`src/rtl/vidpat_pkg.sv`:
```
package vidpat_pkg;

  typedef enum logic [1:0] {
    PAT_BLACK = 2'b00,
    PAT_CLKSTRESS = 2'b01,
    PAT_EQSTRESS = 2'b10,
    PAT_BARS = 2'b11
  } pat_e;

  typedef struct packed {
    logic wide;
    logic pal;
    pat_e pat;
  } sel_t;

  localparam logic [15:0] CRC_POLY = 16'h1021;
  localparam logic [15:0] CRC_INIT = 16'hFFFF;

  function automatic logic [9:0] flag_word(input logic f, input logic v, input logic h);
    return {1'b1, f, v, h, v ^ h, f ^ h, f ^ v, f ^ v ^ h, 2'b00};
  endfunction

  function automatic logic [9:0] bar_luma(input logic [2:0] b);
    case (b)
      3'd0: return 10'h2D0;
      3'd1: return 10'h2A0;
      3'd2: return 10'h24C;
      3'd3: return 10'h21C;
      3'd4: return 10'h174;
      3'd5: return 10'h144;
      3'd6: return 10'h0F0;
      default: return 10'h040;
    endcase
  endfunction

  function automatic logic [9:0] bar_chroma(input logic [2:0] b, input logic red_diff);
    case (b)
      3'd1: return red_diff ? 10'h220 : 10'h0B0;
      3'd2: return red_diff ? 10'h0B0 : 10'h26C;
      3'd3: return red_diff ? 10'h0D0 : 10'h11C;
      3'd4: return red_diff ? 10'h330 : 10'h2E4;
      3'd5: return red_diff ? 10'h350 : 10'h194;
      3'd6: return red_diff ? 10'h1E0 : 10'h350;
      default: return 10'h200;
    endcase
  endfunction

  function automatic logic [15:0] crc_fold(input logic [15:0] crc, input logic [9:0] w);
    logic [15:0] c;
    logic fb;
    c = crc;
    for (int i = 0; i < 10; i++) begin
      fb = c[15] ^ w[i];
      c = {c[14:0], 1'b0} ^ (fb ? CRC_POLY : 16'h0000);
    end
    return c;
  endfunction

endpackage

```
`src/rtl/vidpat_raster.sv`:
```
module vidpat_raster #(
  parameter int ACT_NARROW = 32,
  parameter int ACT_WIDE = 64,
  parameter int LINES_NTSC = 4,
  parameter int LINES_PAL = 6,
  localparam int WW = $clog2(ACT_WIDE + 4),
  localparam int LMAX = (LINES_PAL > LINES_NTSC) ? LINES_PAL : LINES_NTSC,
  localparam int LW = (LMAX > 1) ? $clog2(LMAX) : 1
) (
  input logic clk,
  input logic rst_n,
  input logic clear,
  input logic step,
  input logic wide,
  input logic pal,
  output logic [WW-1:0] word_idx,
  output logic [LW-1:0] line_idx,
  output logic field_odd
);

  localparam logic [WW-1:0] LASTW_N = WW'(ACT_NARROW + 3);
  localparam logic [WW-1:0] LASTW_W = WW'(ACT_WIDE + 3);
  localparam logic [LW-1:0] LASTL_N = LW'(LINES_NTSC - 1);
  localparam logic [LW-1:0] LASTL_P = LW'(LINES_PAL - 1);

  logic [WW-1:0] last_w;
  logic [LW-1:0] last_l;

  assign last_w = wide ? LASTW_W : LASTW_N;
  assign last_l = pal ? LASTL_P : LASTL_N;

  always_ff @(posedge clk) begin
    if (!rst_n || clear) begin
      word_idx <= '0;
      line_idx <= '0;
      field_odd <= 1'b0;
    end else if (step) begin
      if (word_idx == last_w) begin
        word_idx <= '0;
        if (line_idx == last_l) begin
          line_idx <= '0;
          field_odd <= ~field_odd;
        end else begin
          line_idx <= line_idx + 1'b1;
        end
      end else begin
        word_idx <= word_idx + 1'b1;
      end
    end
  end

endmodule

```
`src/rtl/vidpat_word.sv`:
```
module vidpat_word
  import vidpat_pkg::*;
#(
  parameter int ACT_NARROW = 32,
  parameter int ACT_WIDE = 64,
  parameter int LINES_NTSC = 4,
  parameter int LINES_PAL = 6,
  localparam int WW = $clog2(ACT_WIDE + 4),
  localparam int LMAX = (LINES_PAL > LINES_NTSC) ? LINES_PAL : LINES_NTSC,
  localparam int LW = (LMAX > 1) ? $clog2(LMAX) : 1
) (
  input sel_t sel,
  input logic [WW-1:0] word_idx,
  input logic [LW-1:0] line_idx,
  input logic field_odd,
  output logic [9:0] word
);

  localparam logic [WW-1:0] BAND_N = WW'(ACT_NARROW / 8);
  localparam logic [WW-1:0] BAND_W = WW'(ACT_WIDE / 8);

  logic [WW-1:0] k;
  logic [WW-1:0] band_full;
  logic [2:0] band;
  logic [9:0] act_word;

  assign k = word_idx - WW'(4);
  assign band_full = sel.wide ? (k / BAND_W) : (k / BAND_N);
  assign band = band_full[2:0];

  always_comb begin
    case (sel.pat)
      PAT_BLACK: act_word = k[0] ? 10'h040 : 10'h200;
      PAT_CLKSTRESS: act_word = k[0] ? 10'h198 : 10'h300;
      PAT_EQSTRESS: act_word = k[0] ? 10'h110 : 10'h200;
      default: act_word = k[0] ? bar_luma(band) : bar_chroma(band, k[1]);
    endcase
  end

  always_comb begin
    case (word_idx)
      WW'(0): word = 10'h3FF;
      WW'(1), WW'(2): word = 10'h000;
      WW'(3): word = flag_word(field_odd, line_idx == '0, 1'b0);
      default: word = act_word;
    endcase
  end

endmodule

```
`src/rtl/vidpat_selftest.sv`:
```
module vidpat_selftest
  import vidpat_pkg::*;
#(
  parameter int ACT_NARROW = 32,
  parameter int ACT_WIDE = 64,
  parameter int LINES_NTSC = 4,
  parameter int LINES_PAL = 6,
  parameter int PASS_FIELDS = 2,
  localparam int WW = $clog2(ACT_WIDE + 4),
  localparam int LMAX = (LINES_PAL > LINES_NTSC) ? LINES_PAL : LINES_NTSC,
  localparam int LW = (LMAX > 1) ? $clog2(LMAX) : 1,
  localparam int GW = $clog2(PASS_FIELDS + 1)
) (
  input logic clk,
  input logic rst_n,
  input logic enable,
  input sel_t sel,
  input logic [9:0] lb_word,
  input logic lb_valid,
  output logic pass
);

  localparam logic [WW-1:0] LASTW_N = WW'(ACT_NARROW + 3);
  localparam logic [WW-1:0] LASTW_W = WW'(ACT_WIDE + 3);
  localparam logic [LW-1:0] LASTL_N = LW'(LINES_NTSC - 1);
  localparam logic [LW-1:0] LASTL_P = LW'(LINES_PAL - 1);
  localparam logic [GW-1:0] GOOD_MAX = GW'(PASS_FIELDS);

  logic [WW-1:0] ref_w;
  logic [LW-1:0] ref_l;
  logic ref_f;
  logic [9:0] ref_word;
  logic field_end;
  logic [15:0] crc_lb, crc_ref, nxt_lb, nxt_ref;
  logic err_q;
  logic [GW-1:0] good_q;

  vidpat_raster #(
    .ACT_NARROW(ACT_NARROW), .ACT_WIDE(ACT_WIDE),
    .LINES_NTSC(LINES_NTSC), .LINES_PAL(LINES_PAL)
  ) ref_raster_i (
    .clk(clk), .rst_n(rst_n), .clear(!enable), .step(enable && lb_valid),
    .wide(sel.wide), .pal(sel.pal),
    .word_idx(ref_w), .line_idx(ref_l), .field_odd(ref_f)
  );

  vidpat_word #(
    .ACT_NARROW(ACT_NARROW), .ACT_WIDE(ACT_WIDE),
    .LINES_NTSC(LINES_NTSC), .LINES_PAL(LINES_PAL)
  ) ref_word_i (
    .sel(sel), .word_idx(ref_w), .line_idx(ref_l), .field_odd(ref_f), .word(ref_word)
  );

  assign field_end = (ref_w == (sel.wide ? LASTW_W : LASTW_N)) &&
                     (ref_l == (sel.pal ? LASTL_P : LASTL_N));
  assign nxt_lb = crc_fold(crc_lb, lb_word);
  assign nxt_ref = crc_fold(crc_ref, ref_word);

  always_ff @(posedge clk) begin
    if (!rst_n || !enable) begin
      crc_lb <= CRC_INIT;
      crc_ref <= CRC_INIT;
      err_q <= 1'b0;
      good_q <= '0;
    end else if (lb_valid) begin
      if (field_end) begin
        crc_lb <= CRC_INIT;
        crc_ref <= CRC_INIT;
        if (nxt_lb != nxt_ref) err_q <= 1'b1;
        else if (good_q != GOOD_MAX) good_q <= good_q + 1'b1;
      end else begin
        crc_lb <= nxt_lb;
        crc_ref <= nxt_ref;
      end
    end
  end

  assign pass = enable && !err_q && (good_q == GOOD_MAX);

endmodule

```
`src/rtl/vidpat_gen.sv`:
```
module vidpat_gen
  import vidpat_pkg::*;
#(
  parameter int ACT_NARROW = 32,
  parameter int ACT_WIDE = 64,
  parameter int LINES_NTSC = 4,
  parameter int LINES_PAL = 6,
  parameter int PASS_FIELDS = 2,
  localparam int WW = $clog2(ACT_WIDE + 4),
  localparam int LMAX = (LINES_PAL > LINES_NTSC) ? LINES_PAL : LINES_NTSC,
  localparam int LW = (LMAX > 1) ? $clog2(LMAX) : 1
) (
  input logic clk,
  input logic rst_n,
  input logic [9:0] data_in,
  input logic tpg_en,
  input logic lock,
  output logic [9:0] out_data,
  output logic out_valid,
  input logic out_ready,
  input logic [9:0] lb_word,
  input logic lb_valid,
  output logic pattern_active,
  output logic pass
);

  logic run_q;
  sel_t sel_q;
  logic code_ok;
  logic st_run;
  logic [WW-1:0] w_idx;
  logic [LW-1:0] l_idx;
  logic f_odd;

  assign code_ok = (data_in[9:4] == 6'd0);

  always_ff @(posedge clk) begin
    if (!rst_n) begin
      run_q <= 1'b0;
      sel_q <= '0;
    end else if (!tpg_en) begin
      run_q <= 1'b0;
    end else if (!run_q && lock && code_ok) begin
      run_q <= 1'b1;
      sel_q <= sel_t'(data_in[3:0]);
    end
  end

  vidpat_raster #(
    .ACT_NARROW(ACT_NARROW), .ACT_WIDE(ACT_WIDE),
    .LINES_NTSC(LINES_NTSC), .LINES_PAL(LINES_PAL)
  ) raster_i (
    .clk(clk), .rst_n(rst_n), .clear(!run_q), .step(run_q && out_ready),
    .wide(sel_q.wide), .pal(sel_q.pal),
    .word_idx(w_idx), .line_idx(l_idx), .field_odd(f_odd)
  );

  vidpat_word #(
    .ACT_NARROW(ACT_NARROW), .ACT_WIDE(ACT_WIDE),
    .LINES_NTSC(LINES_NTSC), .LINES_PAL(LINES_PAL)
  ) word_i (
    .sel(sel_q), .word_idx(w_idx), .line_idx(l_idx), .field_odd(f_odd), .word(out_data)
  );

  assign st_run = run_q && !sel_q.wide &&
                  ((!sel_q.pal && sel_q.pat == PAT_BARS) ||
                   (sel_q.pal && sel_q.pat == PAT_CLKSTRESS));

  vidpat_selftest #(
    .ACT_NARROW(ACT_NARROW), .ACT_WIDE(ACT_WIDE),
    .LINES_NTSC(LINES_NTSC), .LINES_PAL(LINES_PAL), .PASS_FIELDS(PASS_FIELDS)
  ) selftest_i (
    .clk(clk), .rst_n(rst_n), .enable(st_run), .sel(sel_q),
    .lb_word(lb_word), .lb_valid(lb_valid), .pass(pass)
  );

  assign out_valid = run_q;
  assign pattern_active = run_q;

endmodule

```
`config.mk`:
```
export PLATFORM = sky130hd
export DESIGN_NAME = vidpat_gen
export DESIGN_NICKNAME = d
export VERILOG_FILES = /design/src/rtl/vidpat_pkg.sv /design/src/rtl/vidpat_raster.sv /design/src/rtl/vidpat_word.sv /design/src/rtl/vidpat_selftest.sv /design/src/rtl/vidpat_gen.sv
export SDC_FILE = /design/constraint.sdc
export NUM_CORES = 1
export LEC_CHECK = 0
export BUFFER_PORTS_ARGS = -buffer_cell sky130_fd_sc_hd__buf_2
export CAP_MARGIN = 20
export CELL_PAD_IN_SITES_DETAIL_PLACEMENT = 2
export CELL_PAD_IN_SITES_GLOBAL_PLACEMENT = 2
export CORE_MARGIN = 1
export CORE_UTILIZATION = 39
export CTS_BUF_LIST = sky130_fd_sc_hd__clkbuf_4 sky130_fd_sc_hd__clkbuf_8 sky130_fd_sc_hd__clkbuf_16
export CTS_CLUSTER_SIZE = 8
export DETAILED_ROUTE_END_ITERATION = 7
export PLACE_DENSITY = 0.91
export SETUP_SLACK_MARGIN = 0.02
export SKIP_LAST_GASP = 1
export SLEW_MARGIN = 20
export SYNTH_ARGS = -nofsm -noshare
export SYNTH_HDL_FRONTEND = slang
export SYNTH_SLANG_ARGS = --single-unit
```
`constraint.sdc`:
```
create_clock -name clk -period 7.3 [get_ports clk]
set_input_delay 0.365 -clock clk [delete_from_list [all_inputs] [get_ports clk]]
set_output_delay 0.365 -clock clk [all_outputs]
set_load 0.05 [all_outputs]
```
-- After elaboration in Yosys (flattened, before gate mapping)
Cells that the tools add are included.
- add/sub/neg operators: 7
- equal/unequal tests: 28
- multiplexer cells: 58
- bitwise operators: 45
- reductions and logical operators: 38
- operator list (operator ; count):
    16-bit bitwise XOR ; 20
    13-bit two-way mux ; 20
    10-bit two-way mux ; 16
    10-bit one-hot mux with 7 select lines ; 2
    10-bit one-hot mux with 3 select lines ; 4
    10-bit one-hot mux with 6 select lines ; 2
    9-bit two-way mux ; 4
    16-bit two-way mux ; 2
    7-bit by 2-bit == test with 1-bit output (second input constant) ; 4
    1-bit bitwise XOR ; 22
    7-bit two-way mux ; 3
    3-bit == test (second input constant) ; 6
    16-bit inequality test ; 1
    3-bit two-way mux ; 5
    7-bit by 1-bit adder with 7-bit output (second input constant) ; 2
    7-bit by 1-bit == test with 1-bit output (second input constant) ; 2
    7-bit == test ; 2
    7-bit zero test ; 2
    3-bit by 2-bit == test with 1-bit output (second input constant) ; 4
    3-bit zero test ; 4
    6-bit by 3-bit subtractor with 6-bit output (second input constant) ; 2
    1-bit logical AND ; 11
    3-bit AND reduction ; 3
    2-bit AND reduction ; 4
    other kinds (14) ; 29
- flip-flop bits (word level): 62
- input bits: 26
- output and inout port bits: 13
- logic and storage cells: 190

-- Longest topological paths before layout
- word-level depth: 40
- gate-level depth with buffers: 13
- mapped depth without buffers: 12

-- Modules after synthesis
Synthesis repeated with hierarchy kept, for this count alone.
- cells, all modules: 678
- area total of the unflattened synthesis: 5490.3 um^2
- by module, submodules not included (module ; instances ; cells each ; area each (um^2) ; sequential area each (um^2)):
    vidpat_selftest ; 1 ; 258 ; 2303.5 ; 700.7
    vidpat_raster ; 2 ; 58 ; 551.8 ; 220.2
    vidpat_word (word_i) ; 1 ; 161 ; 1029.7 ; 0.0
    vidpat_word (selftest_i.ref_word_i) ; 1 ; 112 ; 783.3 ; 0.0
    vidpat_gen ; 1 ; 31 ; 270.3 ; 100.1

-- Least setup slack after synthesis
OpenSTA, ideal clock, no wires.
- path kind: register to output
- from: register sel_q[3] in the netlist's numbering
- to: output out_data[7]
- arrival time: 3.691 ns
- data required time: 6.935 ns
- setup slack: 3.244 ns
- stages on the path, launching flop included: 8
- path buffers: 4
- path through: dfxtp_1 buf_2 buf_2 buf_1 mux2i_1 clkbuf_1 a311oi_1 o311ai_0
- longest elaborated chain between the ends: 6
- elaborated cells on any way between the ends: 13
- classes of those cells: eq/ne: 6; mux: 6; reduce/logical: 1
- ends and longest elaborated chain (element ; line ; source):
    start, declared ; vidpat_gen.sv:28 ; sel_t sel_q;
    start signal, assigned ; vidpat_gen.sv:45 ; sel_q <= sel_t'(data_in[3:0]);
    3-bit two-way mux * ; vidpat_word.sv:28 ; assign band_full = sel.wide ? (k / BAND_W) : (k / BAND_N);
    3-bit == test (tied with other cells) ; vidpat_pkg.sv:24, vidpat_pkg.sv:37 ;
    10-bit one-hot mux with 7 select lines / 10-bit one-hot mux with 6 select lines (equally long branches) ; vidpat_pkg.sv:24, vidpat_pkg.sv:37 ;
    10-bit two-way mux * ; vidpat_word.sv:36 ; default: act_word = k[0] ? bar_luma(band) : bar_chroma(band, k[1]);
    10-bit one-hot mux with 3 select lines * ; vidpat_word.sv:32 ; case (sel.pat)
    10-bit one-hot mux with 3 select lines * ; vidpat_word.sv:41 ; case (word_idx)
    end, declared ; vidpat_gen.sv:18 ; output logic [9:0] out_data,
Every way passes the cells marked *; elsewhere a longest branch is shown, timed or not.

-- Worst setup path after layout
- from: register selftest_i.ref_raster_i.word_idx[0]
- to: register selftest_i.good_q[0]
- longest elaborated chain between the ends: 26
- elaborated cells on any way between the ends: 63
- classes of those cells: add/sub: 1; eq/ne: 11; mux: 25; bitwise: 21; reduce/logical: 5
- ends and longest elaborated chain (element ; line ; source):
    start, declared ; vidpat_raster.sv:16 ; output logic [WW-1:0] word_idx,
    start signal, assigned ; vidpat_raster.sv:47 ; word_idx <= word_idx + 1'b1;
    6-bit by 3-bit subtractor with 6-bit output ; vidpat_word.sv:27 ; assign k = word_idx - WW'(4);
    3-bit two-way mux ; vidpat_word.sv:28 ;
    3-bit == test (tied with other cells) ; vidpat_pkg.sv:24, vidpat_pkg.sv:37 ;
    10-bit one-hot mux with 6 select lines ; vidpat_pkg.sv:37 ; case (b)
    10-bit two-way mux ; vidpat_word.sv:36 ;
    10-bit one-hot mux with 3 select lines ; vidpat_word.sv:32 ;
    10-bit one-hot mux with 3 select lines ; vidpat_word.sv:41 ;
    1-bit bitwise XOR ; vidpat_pkg.sv:53 ; fb = c[15] ^ w[i];
    [6 not listed] ; - ;
    13-bit two-way mux ; vidpat_pkg.sv:54 ; c = {c[14:0], 1'b0} ^ (fb ? CRC_POLY : 16'h0000);
    16-bit bitwise XOR (4 in a row) ; vidpat_pkg.sv:54 ;
    1-bit bitwise XOR ; vidpat_pkg.sv:53 ;
    13-bit two-way mux ; vidpat_pkg.sv:54 ;
    16-bit bitwise XOR (2 in a row) ; vidpat_pkg.sv:54 ;
    16-bit inequality test ; vidpat_selftest.sv:69 ; if (nxt_lb != nxt_ref) err_q <= 1'b1;
    1-bit inverter (no line) ; - ;
    4-bit AND reduction (no line) * ; - ;
    end signal, assigned ; vidpat_selftest.sv:70 ; else if (good_q != GOOD_MAX) good_q <= good_q + 1'b1;
    end, declared ; vidpat_selftest.sv:36 ; logic [GW-1:0] good_q;
Marks and branches as above.
A chain may end at the register's enable or synchronous reset.

==> results.json <==
{
  "outcome": "finished, final reports clean",
  "die_x_um": 113,
  "synth_edf_count": 0,
  "synth.distinct_cells": 75,
  "fillers": 1391,
  "port_buffers": 38,
  "yosys.area.top_type": "dfxtp_1",
  "final_cells": 798,
  "place_congestion": 0.824,
  "tns_ns": 0,
  "wl_per_cell_um": 26.1,
  "finalCritPeriodShare": 0.690,
  "ctsResizeCount": 0,
  "cp-startpoint": "selftest_i.ref_raster_i.word_idx[0]$_SDFFE_PP0P_",
  "hold_path_class": "in2reg",
  "row_count": 40,
  "grt_first_pass_wirelength_mm": 32.5,
  "max_clock_freq_mhz": 199,
  "critPathCaptureType": "flip-flop",
  "reg2reg_to": "selftest_i.good_q[0]$_SDFFE_PP0P_",
  "ys.flop_type": "dfxtp_1",
  "rr_worst_depth": 12,
  "grt_overflow_total": 0,
  "clk_latency_ns": 0.34,
  "cp.arrival_ns": 5.30,
  "grt_pass1_vias": 5451,
  "finish.net_count": 669,
  "r2r_start": "selftest_i.ref_raster_i.word_idx[0]$_SDFFE_PP0P_",
  "die_y_um": 113,
  "slew_violations": 0,
  "hp-start": "tpg_en",
  "die_area_um2": 12900,
  "drtAntennaViolNets": 0,
  "dp.cells": 782,
  "fin_total_pwr_uw": 838,
  "area_growth_pct": 11.9,
  "clock_sinks": 62,
  "setup-violations-final": 0,
  "worst_slew_pin_slew_ns": 1.11,
  "insertedDiodeCount": 0,
  "ys_seq_area_frac": 0.256,
  "cts_buffer_depth": 2,
  "synth_nets": 648,
  "post_cts_buffers": 0,
  "yosys-top-cells-area": "dfxtp_1, xnor2_1, nand2_1",
  "powerDensity_nw_per_um2": 154,
  "ctsHoldBuffers": 0,
  "hold_viol_final": 0,
  "post-dp-hpwl_mm": 13.0,
  "route.vias.total": 4726,
  "drc": 0,
  "cts_root_buffer": "clkbuf_16",
  "p_leak_nw": 2.08,
  "utilization": 0.450,
  "crit_fanout": 16,
  "grt_use_total": 0.337,
  "finClkSkew_ns": 0.00620,
  "drtIter0Drc": 216,
  "drt-pass1-iter-count": 4,
  "path_clk_slew_ns": 0.06,
  "synth_top_area_share": 0.256,
  "crit_required_ns": 7.56,
  "synthArstFlopShare": 0,
  "critPathCapture": "selftest_i.good_q[0]$_SDFFE_PP0P_",
  "viasPerCell": 5.92,
  "htree_levels": 3,
  "maxCapViolCount": 0,
  "grt_max_degree": 60,
  "cts_tree": "built",
  "syn_inst": 604,
  "antenna_found_initial": 0,
  "start_util": 0.402,
  "yosys_register_bits": 62,
  "netlist_area_um2": 4850,
  "slew_headroom": 0.253,
  "coreArea_um2": 12100,
  "post-route-min-period_ns": 5.03,
  "layout-drive-gt1-share": 0.137,
  "cts_buffers": 9,
  "yosysWarnings": 0,
  "rrSetupSlack_ns": 2.27,
  "wl_mm": 20.8,
  "avgSynthCellArea_um2": 8.03,
  "timing.hold.ws_ns": 0.296,
  "rsz0062_at_grt": "no",
  "critPathKind": "reg2reg",
  "vdd_drop_max_mv": 0.124,
  "crit_path_start_kind": "flip-flop",
  "ios": 39
}
==> cells in the final DEF (no fill, tap or decap), types with 5 or more instances in the layout <==
cell	n
nor3_1	13
nand2b_1	9
buf_2	38
xnor2_1	67
inv_1	18
mux2i_1	14
xnor2_2	5
ha_1	18
nand3_1	11
dfxtp_1	62
clkbuf_16	9
and3_1	5
nor4_1	5
o21ai_0	51
nor2b_1	10
nand2_1	98
a21oi_1	19
a211oi_1	7
xor2_1	26
nor2_1	42
==> state kept, by name, indices dropped and copies added, names as in the netlist <==
signal,flops
raster_i.field_odd,1
selftest_i.crc_lb,16
selftest_i.ref_raster_i.line_idx,3
selftest_i.err_q,1
sel_q,4
raster_i.word_idx,7
selftest_i.ref_raster_i.word_idx,7
out_valid,1
selftest_i.good_q,2
selftest_i.crc_ref,16
selftest_i.ref_raster_i.field_odd,1
raster_i.line_idx,3
==> worst min-delay path by stage <==
stage,end,depth (start not counted)
floorplan,selftest_i.good_q[0]$_SDFFE_PP0P_,2
global placement,selftest_i.good_q[0]$_SDFFE_PP0P_,2
detailed placement,selftest_i.good_q[1]$_SDFFE_PP0P_,2
CTS,out_valid$_SDFFE_PN0P_,2
global route,out_valid$_SDFFE_PN0P_,2
finish,out_valid$_SDFFE_PN0P_,2
==> cell type report <==
cell class,count,area [µm²],share of cell area
tap,168,210,0.0387
sequential,62,1240,0.229
multi-input combinational,492,3400,0.627
clock inverter,5,33.8,0.00623
clock buffer,11,253,0.0466
timing repair buffer,41,213,0.0392
inverter,19,71.3,0.0131
==> power by group <==
group | total, mW | switching (mW) | internal [mW] | leakage [nW]
clock network | 0.422 | 0.174 | 0.248 | 0.138
registers | 0.339 | 0.000333 | 0.338 | 0.501
logic | 0.0775 | 0.0475 | 0.0301 | 1.44
total | 0.838 | 0.222 | 0.616 | 2.08
==> cell usage after synthesis, types with 4 or more instances <==
cell,count
nand3_1,11
a21o_1,4
buf_1,4
xnor3_1,4
mux2i_1,15
xnor2_2,5
nand2b_1,9
xnor2_1,67
clkbuf_1,20
inv_1,18
o211ai_1,4
a211oi_1,7
and3_1,5
nor2b_1,10
o21ai_0,51
xor2_1,26
a21oi_1,19
dfxtp_1,62
nor3_1,13
nand2_1,98
ha_1,18
nor2_1,43
o21a_1,4
nor4_1,5
==> metrics by stage <==
| step | worst slack [ns] | area [µm²] |
|---|---|---|
| 2_1_floorplan | 3.24 | 4850 |
| 3_3_place_gp | 2.94 | 5130 |
| 3_5_place_dp | 2.38 | 5130 |
| 4_1_cts | 2.32 | 5420 |
| 5_1_grt | 1.96 | 5430 |
| 6_report | 2.27 | 5430 |
==> critical path: stages, from the launching register on <==
cell	delay, ns
dfxtp_1	0.74
clkinv_1	0.48
ha_1	0.42
or4_4	0.59
nand2_1	0.21
o21ai_0	0.12
o21ai_1	0.18
xor2_1	0.46
xnor3_1	0.51
xor2_1	0.18
nand4b_1	0.31
a2111oi_4	0.49
mux2i_1	0.26
==> cell families after synthesis <==
group / count (synthesis) / share of synthesized area
AND/OR/NAND/NOR: 224 / 0.229
AO/OA/AOI/OAI: 128 / 0.174
XOR/XNOR: 104 / 0.213
flip-flops: 62 / 0.256
buffers and inverters: 50 / 0.0434
multiplexers: 18 / 0.0384
adder cells (fa/ha/maj): 18 / 0.0465
==> routing by layer <==
layer  global-route usage  part of all wire
met5                    0                 0
met4                0.184             0.045
met3               0.0590             0.034
met2                0.622              0.53
met1                0.365              0.39
Note: power is estimated with default switching activity, not from simulation.
